<file path="src/rtl/fbsr_pkg.sv">
package fbsr_pkg;

    typedef enum logic [1:0] {
        FB_RING     = 2'b00,
        FB_TWIST    = 2'b01,
        FB_LFSR     = 2'b10,
        FB_LFSR_ALT = 2'b11
    } fb_mode_e;

    typedef enum logic [2:0] {
        SRC_HOLD   = 3'd0,
        SRC_SERIAL = 3'd1,
        SRC_RING   = 3'd2,
        SRC_TWIST  = 3'd3,
        SRC_LFSR   = 3'd4
    } src_e;

endpackage

</file>
<file path="src/rtl/fbsr_src_sel.sv">
module fbsr_src_sel
    import fbsr_pkg::*;
(
    input  logic     shift_en,
    input  logic     sel_run,
    input  fb_mode_e mode,
    output src_e     src
);

    always_comb begin
        if (!shift_en) begin
            src = SRC_HOLD;
        end else if (!sel_run) begin
            src = SRC_SERIAL;
        end else begin
            unique case (mode)
                FB_RING:              src = SRC_RING;
                FB_TWIST:             src = SRC_TWIST;
                FB_LFSR, FB_LFSR_ALT: src = SRC_LFSR;
                default:              src = SRC_HOLD;
            endcase
        end
    end

endmodule

</file>
<file path="src/rtl/fbsr_feedback.sv">
module fbsr_feedback
    import fbsr_pkg::*;
#(
    parameter int WIDTH = 4
) (
    input  logic [WIDTH-1:0] state,
    input  src_e             src,
    input  logic             ser_in,
    input  logic             tap_sel,
    output logic             din
);

    localparam int          MSB = WIDTH - 1;
    localparam logic [MSB:0] ONE = {{(WIDTH-1){1'b0}}, 1'b1};
    localparam logic [MSB:0] ALT_MASK = (ONE << MSB) | (ONE << (WIDTH - 3));

    logic [MSB:0] max_mask;

    generate
        if (WIDTH == 8) begin : g_w8
            assign max_mask = (ONE << 7) | (ONE << 6) | (ONE << 5) | ONE;
        end else if (WIDTH == 32) begin : g_w32
            assign max_mask = (ONE << 31) | (ONE << 30) | (ONE << 29) | (ONE << 9);
        end else begin : g_wn
            assign max_mask = (ONE << MSB) | (ONE << (WIDTH - 2));
        end
    endgenerate

    logic lfsr_bit;
    assign lfsr_bit = ^(state & (tap_sel ? ALT_MASK : max_mask));

    always_comb begin
        unique case (src)
            SRC_SERIAL: din = ser_in;
            SRC_RING:   din = state[MSB];
            SRC_TWIST:  din = ~state[MSB];
            SRC_LFSR:   din = lfsr_bit;
            default:    din = 1'b0;
        endcase
    end

    // an all-zero state can only produce a zero feedback bit
    always_comb begin
        if (src == SRC_LFSR && state == '0) begin
            a_zero_feedback_r8: assert (din == 1'b0);
        end
    end

endmodule

</file>
<file path="src/rtl/fbsr_chain.sv">
module fbsr_chain #(
    parameter int WIDTH = 4
) (
    input  logic             clk,
    input  logic             rst,
    input  logic             advance,
    input  logic             din,
    output logic [WIDTH-1:0] state
);

    always_ff @(posedge clk) begin
        if (rst) begin
            state <= '0;
        end else if (advance) begin
            state <= {state[WIDTH-2:0], din};
        end
    end

    p_reset_clear_r1: assert property (@(posedge clk) rst |=> state == '0);

    p_hold_r4: assert property (@(posedge clk) disable iff (rst)
        !advance |=> state == $past(state));

endmodule

</file>
<file path="src/rtl/fbsr_top.sv">
module fbsr_top
    import fbsr_pkg::*;
#(
    parameter int WIDTH = 4
) (
    input  logic             clk,
    input  logic             rst,
    input  logic             shift_en,
    input  logic             ser_in,
    input  logic             sel_run,
    input  logic [1:0]       fb_mode,
    input  logic             tap_sel,
    output logic [WIDTH-1:0] q
);

    localparam int MSB = WIDTH - 1;

    src_e src;
    logic din;

    fbsr_src_sel u_sel (
        .shift_en (shift_en),
        .sel_run  (sel_run),
        .mode     (fb_mode_e'(fb_mode)),
        .src      (src)
    );

    fbsr_feedback #(.WIDTH(WIDTH)) u_fb (
        .state   (q),
        .src     (src),
        .ser_in  (ser_in),
        .tap_sel (tap_sel),
        .din     (din)
    );

    fbsr_chain #(.WIDTH(WIDTH)) u_chain (
        .clk     (clk),
        .rst     (rst),
        .advance (src != SRC_HOLD),
        .din     (din),
        .state   (q)
    );

    p_shift_r2: assert property (@(posedge clk) disable iff (rst)
        shift_en |=> q[MSB:1] == $past(q[MSB-1:0]));

    p_load_r3: assert property (@(posedge clk) disable iff (rst)
        (shift_en && !sel_run) |=> q[0] == $past(ser_in));

    p_ring_r5: assert property (@(posedge clk) disable iff (rst)
        (shift_en && sel_run && fb_mode == 2'b00) |=> q[0] == $past(q[MSB]));

    p_twist_r6: assert property (@(posedge clk) disable iff (rst)
        (shift_en && sel_run && fb_mode == 2'b01) |=> q[0] != $past(q[MSB]));

    p_zero_lock_r8: assert property (@(posedge clk) disable iff (rst)
        (shift_en && sel_run && fb_mode[1] && q == '0) |=> q == '0);

endmodule

</file>
<file path="config.mk">
export PLATFORM = sky130hd
export DESIGN_NAME = fbsr_top
export DESIGN_NICKNAME = d
export VERILOG_FILES = /design/src/rtl/fbsr_pkg.sv /design/src/rtl/fbsr_src_sel.sv /design/src/rtl/fbsr_feedback.sv /design/src/rtl/fbsr_chain.sv /design/src/rtl/fbsr_top.sv
export SDC_FILE = /design/constraint.sdc
export NUM_CORES = 1
export LEC_CHECK = 0
export ABC_AREA = 1
export BUFFER_PORTS_ARGS = -buffer_cell sky130_fd_sc_hd__buf_2
export CAP_MARGIN = 20
export CELL_PAD_IN_SITES_DETAIL_PLACEMENT = 1
export CELL_PAD_IN_SITES_GLOBAL_PLACEMENT = 2
export CORE_AREA = 2 2 39 41
export DETAILED_ROUTE_END_ITERATION = 6
export DIE_AREA = 0 0 41 43
export HOLD_SLACK_MARGIN = 0.15
export PLACE_DENSITY = 0.68
export SLEW_MARGIN = 20
export SYNTH_ARGS = -nofsm -noshare
export SYNTH_HDL_FRONTEND = slang
export SYNTH_SLANG_ARGS = --single-unit
</file>
<file path="constraint.sdc">
create_clock -name clk -period 1.45 [get_ports clk]
set_input_delay 0.2175 -clock clk [delete_from_list [all_inputs] [get_ports clk]]
set_output_delay 0.2175 -clock clk [all_outputs]
set_load 0.03 [all_outputs]
</file>
==> out/metrics.yaml, run 1 <==
cts_sinks: 4
critPathMaxStageDelay_ns: 0.36
ctsLongestPathBuffers: 2
viasPerCell: 3.93
layout-drive-gt1-share_pct: 35.6
ios: 12
synth-seq-cells: 4
grt_setup_unrepaired: "no"
drt-total-wl_um: 541
num_vias: 240
syn_avg_cell_area_sq_um: 6.70
clock_latency_ns: 0.23
syn_to_final_growth_pct: 47.0
period_needed_ns: 1.03
placed_cell_area_sq_um: 283
cp.arrival_ns: 0.81
die_h_um: 43
rows: 14
stdcell_area_sq_um: 305
htreeDepth: 1
critPathTopFamily: "flip-flops"
post_cts_buffers: 0
crit_chain: "buf_2"
crit_type: "reg2out"
synth_top_area_share_pct: 38.6
largest_reg_flops: 4
fin_skew_ns: 0.000958
mostFrequentLayoutCells: "buf_2 (11), inv_1 (6), nand2_1 (6)"
drtAntennaViolNets: 0
gp_congestion: 0.696
die_x_um: 41
p_leak_nw: 0.158
maxCapViolCount: 0
synth_top_family_by_area: "simple AND/OR/NAND/NOR gates"
regMostFlops: "u_chain.state"
cts_tree: "done"
cp.depth: 1
dp_hpwl_um: 443
drv_slew: 0
crit_slowest_cell: "dfxtp_1"
setup_viol: 0
p_per_area_nw_per_um2: 1070
grt.overflow.total: 0
port_buffers: 11
drcViolationCount: 0
numCtsBuffers: 3
dr.pass1.iters: 4
hold_viol_final: 0
wl_per_cell_um: 8.87
critPathLaunchType: "flip-flop"
postSynthCellCount: 31
synth_compound_area_share_pct: 15.1
fin_crit_sh_pct: 70.8
placedCellCount: 58
initial_core_util_pct: 15.0
reg2reg_depth: 7
yosysTopAreaCell: "dfxtp_1"
grt_pass1_wl_um: 966
grt_pass1_vias: 251
clkSlewWorstSetupHoldPaths_ns: 0.04
layout.cells.non_filler: 61
cts_hold_buf: 0
tightest_slew_ns: 0.188
finalSetupTns_ns: 0
synth_adder_area_share_pct: 0
nNetsFinal: 55
worst-path-buf-inv: 1
hp-class: "in2reg"
diodes: 0
maxSlewHeadroom_pct: 87.4
synth_cell_types: 9
ys_warn_count: 0
cts-root-buf: "clkbuf_4"
netlist_area_sq_um: 208
dieArea_sq_um: 1760
grt_start_max_net_pins: 6
hold_depth: 2
max_freq_mhz: 975
largestRegisters: "u_chain.state x4"
drt_iter0_markers: 3
outcome: "completed"
ys_seq_area_share_pct: 38.6
synth.area.mux_share_pct: 0
worstPathRequired_ns: 1.23
max-vdd-ir-drop_uv: 283
synth-simple-area-share_pct: 35.5
antenna_found_initial: 0
synth_xor_area_share_pct: 0
end_kind: "output port"
netlist_top_cells_area: "dfxtp_1 (39%), a211oi_1 (11%), inv_1 (11%), nand2_1 (11%), nand3_1 (9.6%)"
cts_resized: 0
track_usage_pct: 8.72
synth_nets: 39
layout_commonest_cell: "buf_2"
crit_fanout: 4
core_sq_um: 1380
## cell usage after synthesis, drive strengths merged
cell	n
inv	6
nand3	4
a21oi	1
nor2	5
dfxtp	4
nand2	7
or2	1
a211oi	3
## cell families after synthesis
kind of cell / Yosys count
flip-flops: 4
AND/OR/NAND/NOR: 17
AO/OA/AOI/OAI: 4
buffers and inverters: 6
## final timing paths
check | startpoint | slack [ns] | endpoint
hold / removal | rst | 0.20 | u_chain.state[0]
hold reg to reg | u_chain.state[2] | 0.50 | u_chain.state[2]
setup / recovery | u_chain.state[3] | 0.42 | q[3]
setup reg to reg | u_chain.state[1] | 0.48 | u_chain.state[0]
## area by class of cell
| cell class | count | area, sq um |
|---|---|---|
| clock buffers | 3 | 22.5 |
| fillers | 188 | 1080 |
| inverters | 6 | 22.5 |
| multi-input cells | 21 | 105 |
| flip-flops and latches | 4 | 80.1 |
| well taps | 16 | 20.0 |
| repair buffers | 11 | 55.1 |
## layer usage
metal  global-route usage (%)  part of all wire [%]  vias up  wire, um
met2                     10.6                    45        7       243
met5                        0                     0        -         0
met1                     10.2                    45      103       246
met4                     12.0                   2.6        0        14
met3                     1.57                   6.7        2        36
li1                         -                     -      128         -
## power by group
group	internal, W	leakage, nW	switching, W
registers	0.000118	0.0331	0.00000484
clock network	0.0000927	0.0138	0.0000472
logic	0.0000242	0.111	0.0000411
total	0.000235	0.158	0.0000931
## worst reg2reg max path, cell delays in order (launching register included)
cell and delay (ns):
dfxtp_1 0.30, inv_1 0.10, nand2_1 0.09, nand3_1 0.09, nand3_1 0.08, nand3_1 0.09, nand2_1 0.06, a21oi_2 0.11
## stage by stage
step | hold WS [ns] | utilization, % | setup slack, ns | total power [W]
after floorplan | 0.280 | - | 0.359 | 0.000165
after global placement | 0.434 | 20.4 | 0.507 | 0.000190
after detailed placement | 0.438 | 20.4 | 0.489 | 0.000191
after CTS | 0.187 | 22.1 | 0.402 | 0.000341
after global routing | 0.193 | 22.1 | 0.377 | 0.000360
final | 0.195 | 22.1 | 0.424 | 0.000328
Power figures use the tool's default switching activity.
==> run 2: changes to the inputs <==
Clock period 1.45 ns to 1 ns, I/O delays scaled along.
==> out/metrics.yaml, run 2 (same netlist as run 1, synthesis figures left out) <==
outcome: "completed"  # unchanged
reg2reg_depth: 8  # was 7
drv_slew: 0  # unchanged
crit_type: "reg2out"  # unchanged
drtAntennaViolNets: 0  # unchanged
drt_iter0_markers: 0  # was 3
grt_pass1_wl_um: 952  # was 966 um
cts-root-buf: "clkbuf_4"  # unchanged
fin_crit_sh_pct: 96.4
numCtsBuffers: 3  # unchanged
max_freq_mhz: 1040
crit_slowest_cell: "dfxtp_1"  # unchanged
regMostFlops: "u_chain.state"  # unchanged
total_power_w: 0.000493  # was 0.000328 W
hp-class: "in2reg"  # unchanged
cts_tree: "done"  # unchanged
dr.pass1.iters: 1  # was 4
tightest_slew_ns: 0.176  # was 0.188 ns
mostFrequentLayoutCells: "buf_2 (11), nand2_1 (5), nor2_1 (5)"  # was buf_2 (11), inv_1 (6), nand2_1 (6)
layout.cells.non_filler: 64  # was 61
syn_to_final_growth_pct: 65.1  # was 47.0%
crit_chain: "buf_2"  # unchanged
placedCellCount: 59  # was 58
clock_latency_ns: 0.24  # was 0.23 ns
max-vdd-ir-drop_uv: 518  # was 283 uV
p_per_area_nw_per_um2: 1440  # was 1070 nW/um^2
gp_congestion: 0.627  # was 0.696
end_kind: "output port"  # unchanged
fin_skew_ns: 0.00690  # was 0.000958 ns
port_buffers: 11  # unchanged
drt-total-wl_um: 574  # was 541 um
dp_hpwl_um: 442  # was 443 um
worstPathRequired_ns: 0.85  # was 1.23 ns
drcViolationCount: 0  # unchanged
num_vias: 252  # was 240
layout_commonest_cell: "buf_2"  # unchanged
ctsLongestPathBuffers: 2  # unchanged
core_sq_um: 1380  # unchanged
worst-path-buf-inv: 1  # unchanged
post_cts_buffers: 0  # unchanged
die_h_um: 43  # unchanged
cts_sinks: 4  # unchanged
cp.depth: 1  # unchanged
hold_viol_final: 0  # unchanged
clkSlewWorstSetupHoldPaths_ns: 0.04  # about the same
rows: 14  # unchanged
maxSlewHeadroom_pct: 88.2  # was 87.4%
initial_core_util_pct: 15.0  # unchanged
antenna_found_initial: 0  # unchanged
num-fill-cells: 179  # was 188
stdcell_area_sq_um: 343  # was 305 sq um
fin_util_pct: 24.8  # was 22.1%
crit_fanout: 4  # unchanged
grt_setup_unrepaired: "yes"  # was no
grt_start_max_net_pins: 5  # was 6
grt_pass1_vias: 254  # was 251
maxCapViolCount: 0  # unchanged
wl_per_cell_um: 8.97  # was 8.87 um
p_leak_nw: 0.172  # was 0.158 nW
cp.arrival_ns: 0.81  # about the same
track_usage_pct: 8.42  # was 8.72%
largestRegisters: "u_chain.state x4"  # unchanged
htreeDepth: 1  # unchanged
diodes: 0  # unchanged
die_x_um: 41  # unchanged
ios: 12  # unchanged
dieArea_sq_um: 1760  # unchanged
setup_viol: 0  # unchanged
grt.overflow.total: 0  # unchanged
nNetsFinal: 58  # was 55
hold_depth: 3  # was 2
critPathLaunchType: "flip-flop"  # unchanged
period_needed_ns: 0.964
placed_cell_area_sq_um: 293  # was 283 sq um
critPathMaxStageDelay_ns: 0.36  # about the same
viasPerCell: 3.94  # was 3.93
critPathTopFamily: "flip-flops"  # unchanged
layout-drive-gt1-share_pct: 47.9  # was 35.6%
finalSetupTns_ns: 0  # unchanged
largest_reg_flops: 4  # unchanged
[run 2: path summary, 6_finish.rpt]
path,startpoint,endpoint,slack (ns)
worst min-delay path,shift_en,u_chain.state[3],0.21
worst max-delay path,u_chain.state[3],q[3],0.04
worst min register to register,u_chain.state[2],u_chain.state[3],0.48
worst max register to register,u_chain.state[2],u_chain.state[0],0.09
[run 2: timing repair]
action,CTS,global route
endpoints found under the hold margin,4,0
endpoints found under the setup margin,0,2
hold buffers,2,0
resized for setup,0,4
[run 2: metrics by stage]
step | setup WS [ns] | hold WS, ns
global route | 0.000500 | 0.267
detailed placement | 0.0725 | 0.367
global placement | 0.0744 | 0.370
finish | 0.0361 | 0.210
CTS | 0.0196 | 0.202
floorplan | 0.0253 | 0.212
[run 2: layer usage]
layer  vias to the layer above  part of all wire, %  track usage [%]
li1                        133                    -                -
met1                       114                   45             9.58
met2                         5                   50             11.3
met3                         0                  4.9             4.71
met4                         0                    0             6.00
met5                         -                    0                0
[run 2: area by class of cell]
cell class	instances	area, sq um	area share [%]
multi-input combinational	21	113	32.8
timing repair buffer	14	82.6	24.1
clock buffer	3	22.5	6.57
sequential	4	82.6	24.1
tap	16	20.0	5.84
inverter	6	22.5	6.57
[run 2: power by group]
group,internal (W),total [W],switching [W]
clock,0.000135,0.000205,0.0000702
sequential,0.000172,0.000180,0.00000799
combinational,0.0000452,0.000108,0.0000633
==> run 3: changes to the inputs <==
Clock period 1 ns to 1.2 ns, I/O delays scaled along.
==> out/metrics.yaml, run 3 (same netlist as run 1, synthesis figures left out) <==
antenna_found_initial: 0  # unchanged
tightest_slew_ns: 0.186  # was 0.176 ns
rows: 14  # unchanged
drcViolationCount: 0  # unchanged
grt_setup_unrepaired: "no"  # was yes
core_sq_um: 1380  # unchanged
reg2reg_depth: 8  # unchanged
track_usage_pct: 7.90  # was 8.42%
max_freq_mhz: 1000
layout-drive-gt1-share_pct: 34.8  # was 47.9%
ios: 12  # unchanged
r2r_end: "u_chain.state[0]"  # unchanged
hp-class: "in2reg"  # unchanged
drt-total-wl_um: 527  # was 574 um
cts-root-buf: "clkbuf_4"  # unchanged
gp_congestion: 0.702  # was 0.627
post_cts_buffers: 0  # unchanged
largestRegisters: "u_chain.state x4"  # unchanged
crit_chain: "buf_2"  # unchanged
critPathMaxStageDelay_ns: 0.36  # about the same
drtAntennaViolNets: 0  # unchanged
max-vdd-ir-drop_uv: 489  # was 518 uV
period_needed_ns: 1.00
cts_sinks: 4  # unchanged
clock_latency_ns: 0.24  # about the same
grt_start_max_net_pins: 6  # was 5
mostFrequentLayoutCells: "buf_2 (11), inv_1 (6), nand2_1 (6)"  # was buf_2 (11), nand2_1 (5), nor2_1 (5)
hold_viol_final: 0  # unchanged
wl_per_cell_um: 8.50  # was 8.97 um
outcome: "completed"  # unchanged
cts_tree: "done"  # unchanged
cp-startpoint: "u_chain.state[3]"  # unchanged
die_h_um: 43  # unchanged
cts_resized: 0  # unchanged
crit_slowest_cell: "dfxtp_1"  # unchanged
grt_pass1_wl_um: 869  # was 952 um
htreeDepth: 1  # unchanged
cp.depth: 1  # unchanged
syn_to_final_growth_pct: 51.8  # was 65.1%
port_buffers: 11  # unchanged
regToRegSetupSlack_ns: 0.26  # was 0.09 ns
clkSlewWorstSetupHoldPaths_ns: 0.04  # about the same
fin_crit_sh_pct: 83.4
diodes: 0  # unchanged
grt_pass1_vias: 215  # was 254
crit_end: "q[3]"  # unchanged
initial_core_util_pct: 15.0  # unchanged
layout_commonest_cell: "buf_2"  # unchanged
holdWs_ns: 0.188  # was 0.210 ns
placed_cell_area_sq_um: 283  # was 293 sq um
regMostFlops: "u_chain.state"  # unchanged
crit_fanout: 4  # unchanged
placedCellCount: 58  # was 59
critPathLaunchType: "flip-flop"  # unchanged
stdcell_area_sq_um: 315  # was 343 sq um
maxCapViolCount: 0  # unchanged
worstPathRequired_ns: 1.02  # was 0.85 ns
maxSlewHeadroom_pct: 87.5  # was 88.2%
dr.pass1.iters: 2  # was 1
largest_reg_flops: 4  # unchanged
crit_type: "reg2out"  # unchanged
fin_skew_ns: 0.00651  # was 0.00690 ns
dieArea_sq_um: 1760  # unchanged
p_leak_nw: 0.162  # was 0.172 nW
numCtsBuffers: 3  # unchanged
dp_hpwl_um: 445  # was 442 um
viasPerCell: 3.95  # was 3.94
die_x_um: 41  # unchanged
p_per_area_nw_per_um2: 1260  # was 1440 nW/um^2
end_kind: "output port"  # unchanged
worst-path-buf-inv: 1  # unchanged
ctsLongestPathBuffers: 2  # unchanged
layout.cells.non_filler: 62  # was 64
drv_slew: 0  # unchanged
drt_iter0_markers: 1  # was 0
setup_viol: 0  # unchanged
num_vias: 245  # was 252
min_from: "shift_en"  # unchanged
finalSetupTns_ns: 0  # unchanged
nNetsFinal: 56  # was 58
critPathTopFamily: "flip-flops"  # unchanged
cts_hold_buf: 0  # was 2
grt.overflow.total: 0  # unchanged
cp.arrival_ns: 0.82  # was 0.81 ns
reg2reg_from: "u_chain.state[1]"  # was u_chain.state[2]
## run 3: area by class of cell
class | instances | area (sq um)
clock buffer | 3 | 22.5
fill | 182 | 1070
inverter | 6 | 22.5
multi-input combinational | 21 | 105
sequential | 4 | 80.1
tap | 16 | 20.0
timing repair buffer | 12 | 65.1
## run 3: routing by layer
metal,GRT usage [%],routed length (um),up-vias,part of all wire (%)
li1,-,-,129,-
met1,10.2,225,106,43
met5,0,0,-,0
met4,4.00,0,0,0
met3,7.85,61,0,12
met2,8.13,240,10,46
## run 3: power breakdown
group          internal [W]  switching, W
Sequential         0.000143    0.00000600
Combinational     0.0000314     0.0000497
Clock              0.000112     0.0000561
Total              0.000286      0.000112
## run 3: worst min-delay path by stage
stage | to | slack (ns) | depth (start not counted)
CTS | u_chain.state[0] | 0.15 | 2
floorplan | u_chain.state[0] | 0.24 | 1
global route | u_chain.state[2] | 0.19 | 2
global placement | u_chain.state[0] | 0.40 | 2
finish | u_chain.state[3] | 0.19 | 2
detailed placement | u_chain.state[0] | 0.40 | 2
## run 3: stage by stage
| stage | power (W) | util, % | setup WS, ns |
|---|---|---|---|
| floorplan | 0.000199 | - | 0.109 |
| global placement | 0.000231 | 20.4 | 0.274 |
| detailed placement | 0.000231 | 20.4 | 0.260 |
| CTS | 0.000406 | 22.1 | 0.182 |
| global route | 0.000439 | 22.8 | 0.132 |
| finish | 0.000398 | 22.8 | 0.200 |
